===== src/rtl/prio_irq_pkg.sv =====
package prio_irq_pkg;

    typedef enum logic [1:0] {
        ST_IDLE  = 2'd0,
        ST_OFFER = 2'd1,
        ST_CLAIM = 2'd2
    } arb_state_e;

    typedef enum logic [1:0] {
        RGN_PRIO = 2'd0,
        RGN_EN   = 2'd1,
        RGN_PEND = 2'd2,
        RGN_NONE = 2'd3
    } reg_region_e;

    localparam int FIELD_W = 8;

endpackage


===== src/rtl/prio_irq_regs.sv =====
module prio_irq_regs
    import prio_irq_pkg::*;
#(
    parameter int NUM_LINES = 32,
    parameter int PRIO_BITS = 3,
    parameter int IDX_W     = 5
) (
    input  logic                           clk,
    input  logic                           rst_n,
    input  logic [NUM_LINES-1:0]           irq_in,
    input  logic [IDX_W+1:0]               reg_addr,
    input  logic                           reg_wr,
    input  logic [FIELD_W-1:0]             reg_wdata,
    output logic [FIELD_W-1:0]             reg_rdata,
    input  logic                           clr_en,
    input  logic [IDX_W-1:0]               clr_idx,
    output logic [NUM_LINES-1:0]           en_vec,
    output logic [NUM_LINES-1:0]           pend_vec,
    output logic [NUM_LINES*PRIO_BITS-1:0] prio_flat
);

    localparam int SLOTS = 1 << IDX_W;
    localparam int DROP  = FIELD_W - PRIO_BITS;

    logic [NUM_LINES-1:0] irq_q;
    logic [NUM_LINES-1:0] en_q;
    logic [NUM_LINES-1:0] pend_q;
    logic [PRIO_BITS-1:0] prio_q [NUM_LINES];

    logic [IDX_W-1:0]     line;
    reg_region_e          region;
    logic [NUM_LINES-1:0] hit;
    logic [NUM_LINES-1:0] pend_set;
    logic [NUM_LINES-1:0] pend_clr;

    assign line   = reg_addr[IDX_W-1:0];
    assign region = reg_region_e'(reg_addr[IDX_W+1:IDX_W]);

    // Per-line write decode and pending set/clear sources.
    always_comb begin
        for (int i = 0; i < NUM_LINES; i++) begin
            hit[i]      = reg_wr && (line == IDX_W'(i));
            pend_set[i] = (irq_in[i] && !irq_q[i])
                        || (hit[i] && region == RGN_PEND && reg_wdata[0]);
            pend_clr[i] = (clr_en && clr_idx == IDX_W'(i))
                        || (hit[i] && region == RGN_PEND && !reg_wdata[0]);
        end
    end

    always_ff @(posedge clk or negedge rst_n) begin
        if (!rst_n) begin
            irq_q  <= '0;
            en_q   <= '0;
            pend_q <= '0;
            for (int i = 0; i < NUM_LINES; i++) begin
                prio_q[i] <= '0;
            end
        end else begin
            irq_q <= irq_in;
            for (int i = 0; i < NUM_LINES; i++) begin
                // Set sources win over clear sources in the same cycle.
                if (pend_set[i]) begin
                    pend_q[i] <= 1'b1;
                end else if (pend_clr[i]) begin
                    pend_q[i] <= 1'b0;
                end
                if (hit[i] && region == RGN_EN) begin
                    en_q[i] <= reg_wdata[0];
                end
                if (hit[i] && region == RGN_PRIO) begin
                    prio_q[i] <= reg_wdata[FIELD_W-1:DROP];
                end
            end
        end
    end

    // Read-back arrays padded to a power of two so any line index is safe.
    logic [FIELD_W-1:0] prio_rd [SLOTS];
    logic [SLOTS-1:0]   en_rd;
    logic [SLOTS-1:0]   pend_rd;

    generate
        for (genvar s = 0; s < SLOTS; s++) begin : g_rd
            if (s < NUM_LINES) begin : g_live
                assign prio_rd[s] = FIELD_W'(prio_q[s]) << DROP;
                assign en_rd[s]   = en_q[s];
                assign pend_rd[s] = pend_q[s];
            end else begin : g_pad
                assign prio_rd[s] = '0;
                assign en_rd[s]   = 1'b0;
                assign pend_rd[s] = 1'b0;
            end
        end
        for (genvar p = 0; p < NUM_LINES; p++) begin : g_flat
            assign prio_flat[p*PRIO_BITS +: PRIO_BITS] = prio_q[p];
        end
    endgenerate

    always_comb begin
        reg_rdata = '0;
        unique case (region)
            RGN_PRIO: reg_rdata = prio_rd[line];
            RGN_EN:   reg_rdata = {{(FIELD_W-1){1'b0}}, en_rd[line]};
            RGN_PEND: reg_rdata = {{(FIELD_W-1){1'b0}}, pend_rd[line]};
            RGN_NONE: reg_rdata = '0;
            default:  reg_rdata = '0;
        endcase
    end

    assign en_vec   = en_q;
    assign pend_vec = pend_q;

endmodule


===== src/rtl/prio_irq_select.sv =====
module prio_irq_select #(
    parameter int NUM_LINES = 32,
    parameter int PRIO_BITS = 3,
    parameter int IDX_W     = 5
) (
    input  logic [NUM_LINES-1:0]           cand,
    input  logic [NUM_LINES*PRIO_BITS-1:0] prio_flat,
    output logic                           win_valid,
    output logic [IDX_W-1:0]               win_idx
);

    localparam int LEAVES = 1 << IDX_W;
    localparam int NODES  = 2 * LEAVES - 1;

    typedef struct packed {
        logic                 v;
        logic [PRIO_BITS-1:0] p;
        logic [IDX_W-1:0]     idx;
    } node_t;

    node_t nd [NODES];

    generate
        // Leaves sit at LEAVES-1+i; a left child always holds lower indices.
        for (genvar i = 0; i < LEAVES; i++) begin : g_leaf
            if (i < NUM_LINES) begin : g_live
                assign nd[LEAVES-1+i] = '{v:   cand[i],
                                          p:   prio_flat[i*PRIO_BITS +: PRIO_BITS],
                                          idx: IDX_W'(i)};
            end else begin : g_pad
                assign nd[LEAVES-1+i] = '{v: 1'b0, p: '0, idx: IDX_W'(i)};
            end
        end
        // Left wins on equal priority, which yields the lowest index on ties.
        for (genvar n = 0; n < LEAVES - 1; n++) begin : g_node
            assign nd[n] = (nd[2*n+1].v && (!nd[2*n+2].v || nd[2*n+1].p <= nd[2*n+2].p))
                         ? nd[2*n+1] : nd[2*n+2];
        end
    endgenerate

    assign win_valid = nd[0].v;
    assign win_idx   = nd[0].idx;

endmodule


===== src/rtl/prio_irq_arbiter.sv =====
module prio_irq_arbiter
    import prio_irq_pkg::*;
#(
    parameter int NUM_LINES = 32,
    parameter int PRIO_BITS = 3,
    localparam int IDX_W    = (NUM_LINES > 1) ? $clog2(NUM_LINES) : 1,
    localparam int AW       = IDX_W + 2
) (
    input  logic                 clk,
    input  logic                 rst_n,
    input  logic [NUM_LINES-1:0] irq_in,
    input  logic [AW-1:0]        reg_addr,
    input  logic                 reg_wr,
    input  logic [7:0]           reg_wdata,
    output logic [7:0]           reg_rdata,
    input  logic                 ack,
    output logic                 sel_valid,
    output logic [IDX_W-1:0]     sel_idx
);

    logic [NUM_LINES-1:0]           en_vec;
    logic [NUM_LINES-1:0]           pend_vec;
    logic [NUM_LINES*PRIO_BITS-1:0] prio_flat;
    logic                           win_valid;
    logic [IDX_W-1:0]               win_idx;
    logic [IDX_W-1:0]               sel_idx_q;
    logic                           accept;

    arb_state_e state_q;
    arb_state_e state_d;

    prio_irq_regs #(
        .NUM_LINES (NUM_LINES),
        .PRIO_BITS (PRIO_BITS),
        .IDX_W     (IDX_W)
    ) u_regs (
        .clk       (clk),
        .rst_n     (rst_n),
        .irq_in    (irq_in),
        .reg_addr  (reg_addr),
        .reg_wr    (reg_wr),
        .reg_wdata (reg_wdata),
        .reg_rdata (reg_rdata),
        .clr_en    (accept),
        .clr_idx   (sel_idx_q),
        .en_vec    (en_vec),
        .pend_vec  (pend_vec),
        .prio_flat (prio_flat)
    );

    prio_irq_select #(
        .NUM_LINES (NUM_LINES),
        .PRIO_BITS (PRIO_BITS),
        .IDX_W     (IDX_W)
    ) u_select (
        .cand      (en_vec & pend_vec),
        .prio_flat (prio_flat),
        .win_valid (win_valid),
        .win_idx   (win_idx)
    );

    assign accept = (state_q == ST_OFFER) && ack;

    // Next-state logic.
    always_comb begin
        state_d = state_q;
        unique case (state_q)
            ST_IDLE:  state_d = win_valid ? ST_OFFER : ST_IDLE;
            ST_OFFER: state_d = accept ? ST_CLAIM : (win_valid ? ST_OFFER : ST_IDLE);
            ST_CLAIM: state_d = win_valid ? ST_OFFER : ST_IDLE;
            default:  state_d = ST_IDLE;
        endcase
    end

    // State and presented-index registers.
    always_ff @(posedge clk or negedge rst_n) begin
        if (!rst_n) begin
            state_q   <= ST_IDLE;
            sel_idx_q <= '0;
        end else begin
            state_q   <= state_d;
            sel_idx_q <= win_idx;
        end
    end

    // Outputs.
    always_comb begin
        sel_valid = (state_q == ST_OFFER);
        sel_idx   = sel_idx_q;
    end

endmodule


===== config.mk =====
export PLATFORM = sky130hd
export DESIGN_NAME = prio_irq_arbiter
export DESIGN_NICKNAME = d
export VERILOG_FILES = /design/src/rtl/prio_irq_pkg.sv /design/src/rtl/prio_irq_regs.sv /design/src/rtl/prio_irq_select.sv /design/src/rtl/prio_irq_arbiter.sv
export SDC_FILE = /design/constraint.sdc
export NUM_CORES = 1
export LEC_CHECK = 0
export BUFFER_PORTS_ARGS = -buffer_cell sky130_fd_sc_hd__buf_2
export CELL_PAD_IN_SITES_DETAIL_PLACEMENT = 0
export CELL_PAD_IN_SITES_GLOBAL_PLACEMENT = 1
export CORE_MARGIN = 3
export CORE_UTILIZATION = 46
export DETAILED_ROUTE_END_ITERATION = 10
export HOLD_SLACK_MARGIN = 0.08
export PLACE_DENSITY = 0.9
export SLEW_MARGIN = 20
export SYNTH_ARGS = -nofsm -noshare
export SYNTH_HDL_FRONTEND = slang
export SYNTH_SLANG_ARGS = --single-unit
export TNS_END_PERCENT = 5

===== constraint.sdc =====
create_clock -name clk -period 7.1 [get_ports clk]
set_clock_uncertainty 0.1 [all_clocks]
set_input_delay 1.065 -clock clk [delete_from_list [all_inputs] [get_ports clk]]
set_output_delay 1.065 -clock clk [all_outputs]
set_load 0.01 [all_outputs]

==> metrics, run 1 <==
Total GRT Usage=about a quarter; antenna violations before repair=0; Remaining DRCs=0; hold_sp=u_regs.prio_flat[84]; CP max stage delay=about 440 ps; Setup Crit Path Kind=reg2reg; Top Layer Used=met4; worst-case reg-to-reg path depth=31; Synth Instances=roughly 1300; routed vias/inst=slightly above 6; Mean Syn Cell Area=around 11 um^2; worst vdd ir=slightly below 0.2 mV; status=finished clean; die area=~31000 um^2; synthesized flop and latch total=a little under 200; Post-synth EDFFs=0; CTS tree=yes; met1 WL=between 15 and 20 mm; Area Overhead vs Synth=13.7%; R2R setup slack=140 ps; fin crit share=a little under 100%; root buf cell=clkbuf_16; worst-path fanout max=5; Met3 Routed Length=around 3.6 mm; Setup Viol. Count Final=0; first-iteration detailed-routing DRC count=approximately 1000; CP required=~7300 ps; I/O pin count=65; Post-Syn Area=roughly 14000 um^2; Routed WL per cell=~22 um; met2 routed WL=16.9 mm; layout filler cell count=~2500; Final min period=between 6000 and 7000 ps; Nets=between 1000 and 1500; register area share after synthesis=a little under two fifths; total power=~3900 uW; Worst-path clk slew=approximately 70 ps; antenna cells=0; layout cells sized above 1=about 28%; Worst Tran Pin Value=roughly 810 ps; total CTS buffers=17; core area=around 29000 um^2; CP startpoint=u_regs.prio_flat[7]; R2R Path End=sel_idx[1]; vias in the first global route=between 10000 and 15000; dpl cells=approximately 1700; H-tree levels=4; Max Clock Freq=144 MHz; drt first pass iters=7; Hold EP=u_regs.prio_flat[84]; estimated wirelength of the detail-placed design=~27 mm; total of max-cap violations=0; # port buffers=56; CP max stage cell=dfrtp_1; vias=roughly 11000; total wire length=37.5 mm; clk sinks=around 200; largest net degree at the start of global routing=a little under 90; Final Hold Viols=0; post-synthesis async set-or-reset flop share=100%; HP Class=reg2reg; clk_lat worst skew=440 ps; Die H=about 180 um; Max Buffers Root-to-Sink=2; final std cells w/o fill=between 1500 and 2000; Rows=just over 60; most frequent cells in the layout=197 x dfrtp_1, 103 x inv_1, 99 x mux2_2; most used cell, CP=ha_1; Critical Path Start Type=flop; post-route ant nets=0; slew margin rel.=45.7%; most common cell after layout, fill and taps aside=dfrtp_1; first-pass GRT wire length=slightly below 60 mm; P per Cell Area=approximately 260 nW/um^2; global route overflow=0; worst r2r src=u_regs.prio_flat[7]; Worst setup EP type=flop; global placer's final weighted congestion=just under 0.9; total negative slack=0 ps; Initial Util=between 40% and 50%; data arrival time of the worst path=approximately 7000 ps; Distinct cells, synth=between 60 and 70; hold depth=1; leakage=0.00682 uW; Final Slew Violations=0; Synth Flop Type=dfrtp_1; Warnings, synthesis=0; Die Wd=177 um
==> worst max-delay path by stage <==
stage	end	slack, ps
floorplan	sel_idx[0]	500
global placement	sel_idx[1]	80
detailed placement	sel_idx[0]	-70
CTS	sel_idx[0]	50
global route	sel_idx[0]	-210
finish	sel_idx[1]	140
==> flip-flops by register name, indices dropped and copies added (netlist names) <==
| register | flops |
|---|---|
| sel_idx | 5 |
| state_q | 2 |
| u_regs.en_vec | 32 |
| u_regs.irq_q | 32 |
| u_regs.pend_vec | 32 |
| u_regs.prio_flat | 96 |
==> power by group <==
| group | internal (uW) | switching [uW] |
|---|---|---|
| Combinational | 658 | 763 |
| Sequential | 1250 | 143 |
| Clock | 696 | 440 |
==> final cells by class <==
| class | instances | area (um^2) | area share [%] |
|---|---|---|---|
| Inverter | 104 | 390 | 2.54 |
| Timing Repair Buffer | 120 | 769 | 5.00 |
| Clock inverter | 12 | 246 | 1.60 |
| Tap cell | 384 | 480 | 3.12 |
| Multi-Input combinational cell | 899 | 8070 | 52.5 |
| Sequential cell | 199 | 4980 | 32.4 |
| Clock buffer | 19 | 433 | 2.82 |
==> logic make-up after synthesis <==
kind of cell,Yosys count,share of synthesized area [%]
DFF,199,36.8
other,1,0.0277
buffers and inverters,155,5.11
and+or+nand+nor,317,11.3
muxes,250,24.6
adders and majority gates,93,8.60
AOI/OAI and AO/OA,235,13.5
==> per-stage QoR <==
step	area [um^2]	hold WS (ps)	util [%]	worst slack [ps]
2_1_floorplan	13500	382	-	503
3_3_place_gp	14200	404	49.2	84.3
3_5_place_dp	14200	403	49.2	-72.8
4_1_cts	14900	418	51.7	50.0
5_1_grt	15400	456	53.3	-211
6_report	15400	421	53.3	138
==> per-layer routing <==
metal / GRT usage (%) / vias to the layer above
met4: 6.61 / 0
met5: 0 / -
met2: 35.4 / 498
li1: - / 4806
met1: 34.2 / 5295
met3: 5.67 / 58
==> critical path, delay by kind of cell, from the launching register on <==
family	cells	cell delay (ps)
AO/OA/AOI/OAI	11	2080
adder cells (fa/ha/maj)	5	1540
buffers and inverters	4	530
flip-flops	1	440
multiplexers	5	1340
AND/OR/NAND/NOR	6	830
==> repair_timing <==
item | 4_1_cts | 5_1_grt
pin swaps | 2 | 15
buffers inserted | 4 | 33
hold buffers | 0 | 0
endpoints found under the setup margin | 2 | 5
resized for setup | 2 | 48
endpoints found under the hold margin | 0 | 0
==> cell usage after synthesis (3+ instances only) <==
library cell	number	area [um^2]
o21ai_0	49	245
or2_2	8	50.1
buf_6	7	78.8
a31oi_1	4	25.0
nand3b_1	9	67.6
and3_1	13	81.3
mux4_1	10	263
a211oi_1	15	113
mux4_2	38	856
clkbuf_1	26	97.6
nand2b_1	44	275
ha_1	93	1160
mux2i_1	82	821
nor2_2	5	31.3
a22oi_1	14	105
a22o_1	4	35.0
o211ai_2	3	37.5
o211ai_1	32	240
buf_4	8	60.1
inv_1	103	387
nand2_1	93	349
o221ai_1	32	280
mux2_1	17	191
mux2_2	99	1110
o22ai_1	3	18.8
o311a_1	8	80.1
nor2_1	81	304
o2bb2ai_1	6	52.6
a22oi_2	4	50.1
a211oi_2	3	37.5
o311ai_1	5	43.8
nand3_1	37	185
nor2b_1	15	93.8
dfrtp_1	199	4980
buf_2	8	40.0
a21oi_1	22	110
a2bb2oi_1	10	87.6
and2_1	4	25.0
Note: power is estimated with default switching activity, not from simulation.
==> run 2: changes to the inputs <==
SETUP_SLACK_MARGIN = 0.5   (was unset)
==> run 2 against run 1 <==
  * Final area is 1.4% higher
  * Register-to-register slack improved by 190 ps
  * Sequential share of layout area fell by 0.44 points
  * Highest routed layer unchanged
  * Utilization grew 0.74 points
  * Critical path depth is 1 higher
  * First-iteration DRC count down 1.9%
  * Sequential cell count unchanged
  * Sequential power about the same
  * Via count increased by 1.4%
  * Power up 2.0%
==> metrics, run 2 (synthesized netlist as in run 1, its figures left out) <==
critical path's top delay family=compound AO/OA/AOI/OAI gates (unchanged); Setup Crit Path Kind=reg2reg (unchanged); Worst Tran Pin Value=1210 ps (was 815 ps); Max Clock Freq=148 MHz (was 144 MHz); Die H=177 um (unchanged); root buf cell=clkbuf_16 (unchanged); clk_lat worst skew=440 ps (about the same); # port buffers=56 (unchanged); Util after Layout=54.0% (was 53.3%); most frequent cells in the layout=197 x dfrtp_1, 103 x inv_1, 97 x mux2_2 (was 197 x dfrtp_1, 103 x inv_1, 99 x mux2_2); global route overflow=0 (unchanged); dpl ws=-72.8 ps (unchanged); Rows=62 (unchanged); met3 usage in global routing=6.33% (was 5.67%); total power=4030 uW (was 3950 uW); Final min period=6770 ps (was 6960 ps); busiest grt layer=met2 (unchanged); H-tree levels=4 (unchanged); Total GRT Usage=24.2% (was 23.6%); routing usage on met1=34.3% (was 34.2%); most used cell, CP=ha_1 (unchanged); worst vdd ir=0.196 mV (was 0.198 mV); worst setup margin=332 ps (was 138 ps); Die Wd=177 um (unchanged); unrepaired setup endpoints after global routing=true; Max Buffers Root-to-Sink=2 (unchanged); Routed WL per cell=21.7 um (was 21.6 um); Setup Viol. Count Final=0 (unchanged); Remaining DRCs=0 (unchanged); vias=10800 (was 10700); layout cells sized above 1=29.3% (was 27.7%); Final Slew Violations=0 (unchanged); core area=28900 um^2 (unchanged); leakage=0.00693 uW (was 0.00682 uW); CTS Hold Bufs=0 (unchanged); post-route ant nets=0 (unchanged); antenna cells=0 (unchanged); drt first pass iters=5 (was 7); P per Cell Area=258 nW/um^2 (was 257 nW/um^2); CP max stage delay=420 ps (was 440 ps); CP max stage cell=dfrtp_1 (unchanged); Nets=1502 (was 1485); CTS tree=yes (unchanged); die area=31500 um^2 (unchanged); total wire length=38.0 mm (was 37.5 mm); Worst-path clk slew=70 ps (about the same); Area Overhead vs Synth=15.3% (was 13.7%); most common cell after layout, fill and taps aside=dfrtp_1 (unchanged); max reg flops=96 (unchanged); HP Class=reg2reg (unchanged); antenna violations before repair=0 (unchanged); first-pass GRT wire length=59.4 mm (was 58.0 mm); worst-path fanout max=4 (was 5); CP required=7330 ps (about the same); Worst setup EP type=flop (unchanged); total of max-cap violations=0 (unchanged); met2 usage=36.6% (was 35.4%); clk sinks=199 (unchanged); Critical path buffers and inverters=5 (was 4); status=finished clean (unchanged); estimated wirelength of the detail-placed design=26.9 mm (unchanged); Final Hold Viols=0 (unchanged); slew margin rel.=19.3% (was 45.7%); vias in the first global route=10700 (was 10300); Critical Path Start Type=flop (unchanged); fin crit share=95.3% (was 98.1%); global placer's final weighted congestion=0.878 (unchanged); first-iteration detailed-routing DRC count=1013 (was 1033); routed vias/inst=6.16 (was 6.14); total CTS buffers=17 (unchanged); I/O pin count=65 (unchanged); data arrival time of the worst path=7000 ps (was 7190 ps); largest net degree at the start of global routing=89 (unchanged); hold slack final=422 ps (was 421 ps); Initial Util=46.9% (unchanged)
==> run 2: changes by cell type in the layout (fill, tap and decap cells not counted), moves of 4 or more <==
cell,previous run,this run
buf_4,64,80
mux2i_1,65,58
mux2i_2,16,22
o21ai_0,48,44
o21ai_1,3,7
==> run 2: repair_timing <==
action,CTS,global route
cloned,0,1
gates resized for setup,45,25
pin swaps,32,9
buffers inserted,47,6
setup endpoints to repair,5,5
==> run 2: area by class of cell <==
cell class	instances	area, um^2
clock buffer	19	433
clock inverter	12	246
fill	2459	13300
inverter	104	390
multi-input combinational	900	8170
sequential	199	4980
tap	384	480
timing repair buffer	136	890
==> run 2: worst paths after layout <==
| path | cells past startpoint | slack (ps) | from | to |
|---|---|---|---|---|
| setup reg to reg | 32 | 330 | u_regs.prio_flat[13] | sel_idx[1] |
| setup / recovery | 32 | 330 | u_regs.prio_flat[13] | sel_idx[1] |
| min in group asynchronous | 1 | 560 | rst_n | u_regs.prio_flat[67] |
| hold reg to reg | 1 | 420 | u_regs.prio_flat[84] | u_regs.prio_flat[84] |
| max in group asynchronous | 2 | 5080 | rst_n | u_regs.en_vec[22] |
| hold / removal | 1 | 420 | u_regs.prio_flat[84] | u_regs.prio_flat[84] |
==> run 2: where the power goes <==
group	internal [uW]	total (uW)	switching (uW)
sequential	1250	1390	141
combinational	709	1510	797
clock	696	1130	435
total	2650	4030	1370
==> run 2: worst reg2reg max path, delay by kind of cell (launching register included) <==
family,cells,cell delay [ps]
simple gates,7,890
fa+ha+maj,5,1560
flops,1,420
buf+inv,5,480
compound gates,10,1900
mux,5,1300
==> run 2: stage by stage <==
stage,TNS [ps],std cells,area (um^2)
CTS,0,1747,15400
finish,0,1754,15600
floorplan,0,1253,13500
detailed placement,-144,1669,14200
global route,-23.5,1754,15600
global placement,0,1669,14200
==> run 2: layer usage <==
layer	vias to the layer above	routed length (um)
met3	66	3460
met2	513	17300
li1	4845	-
met5	-	0
met4	0	813
met1	5379	16400
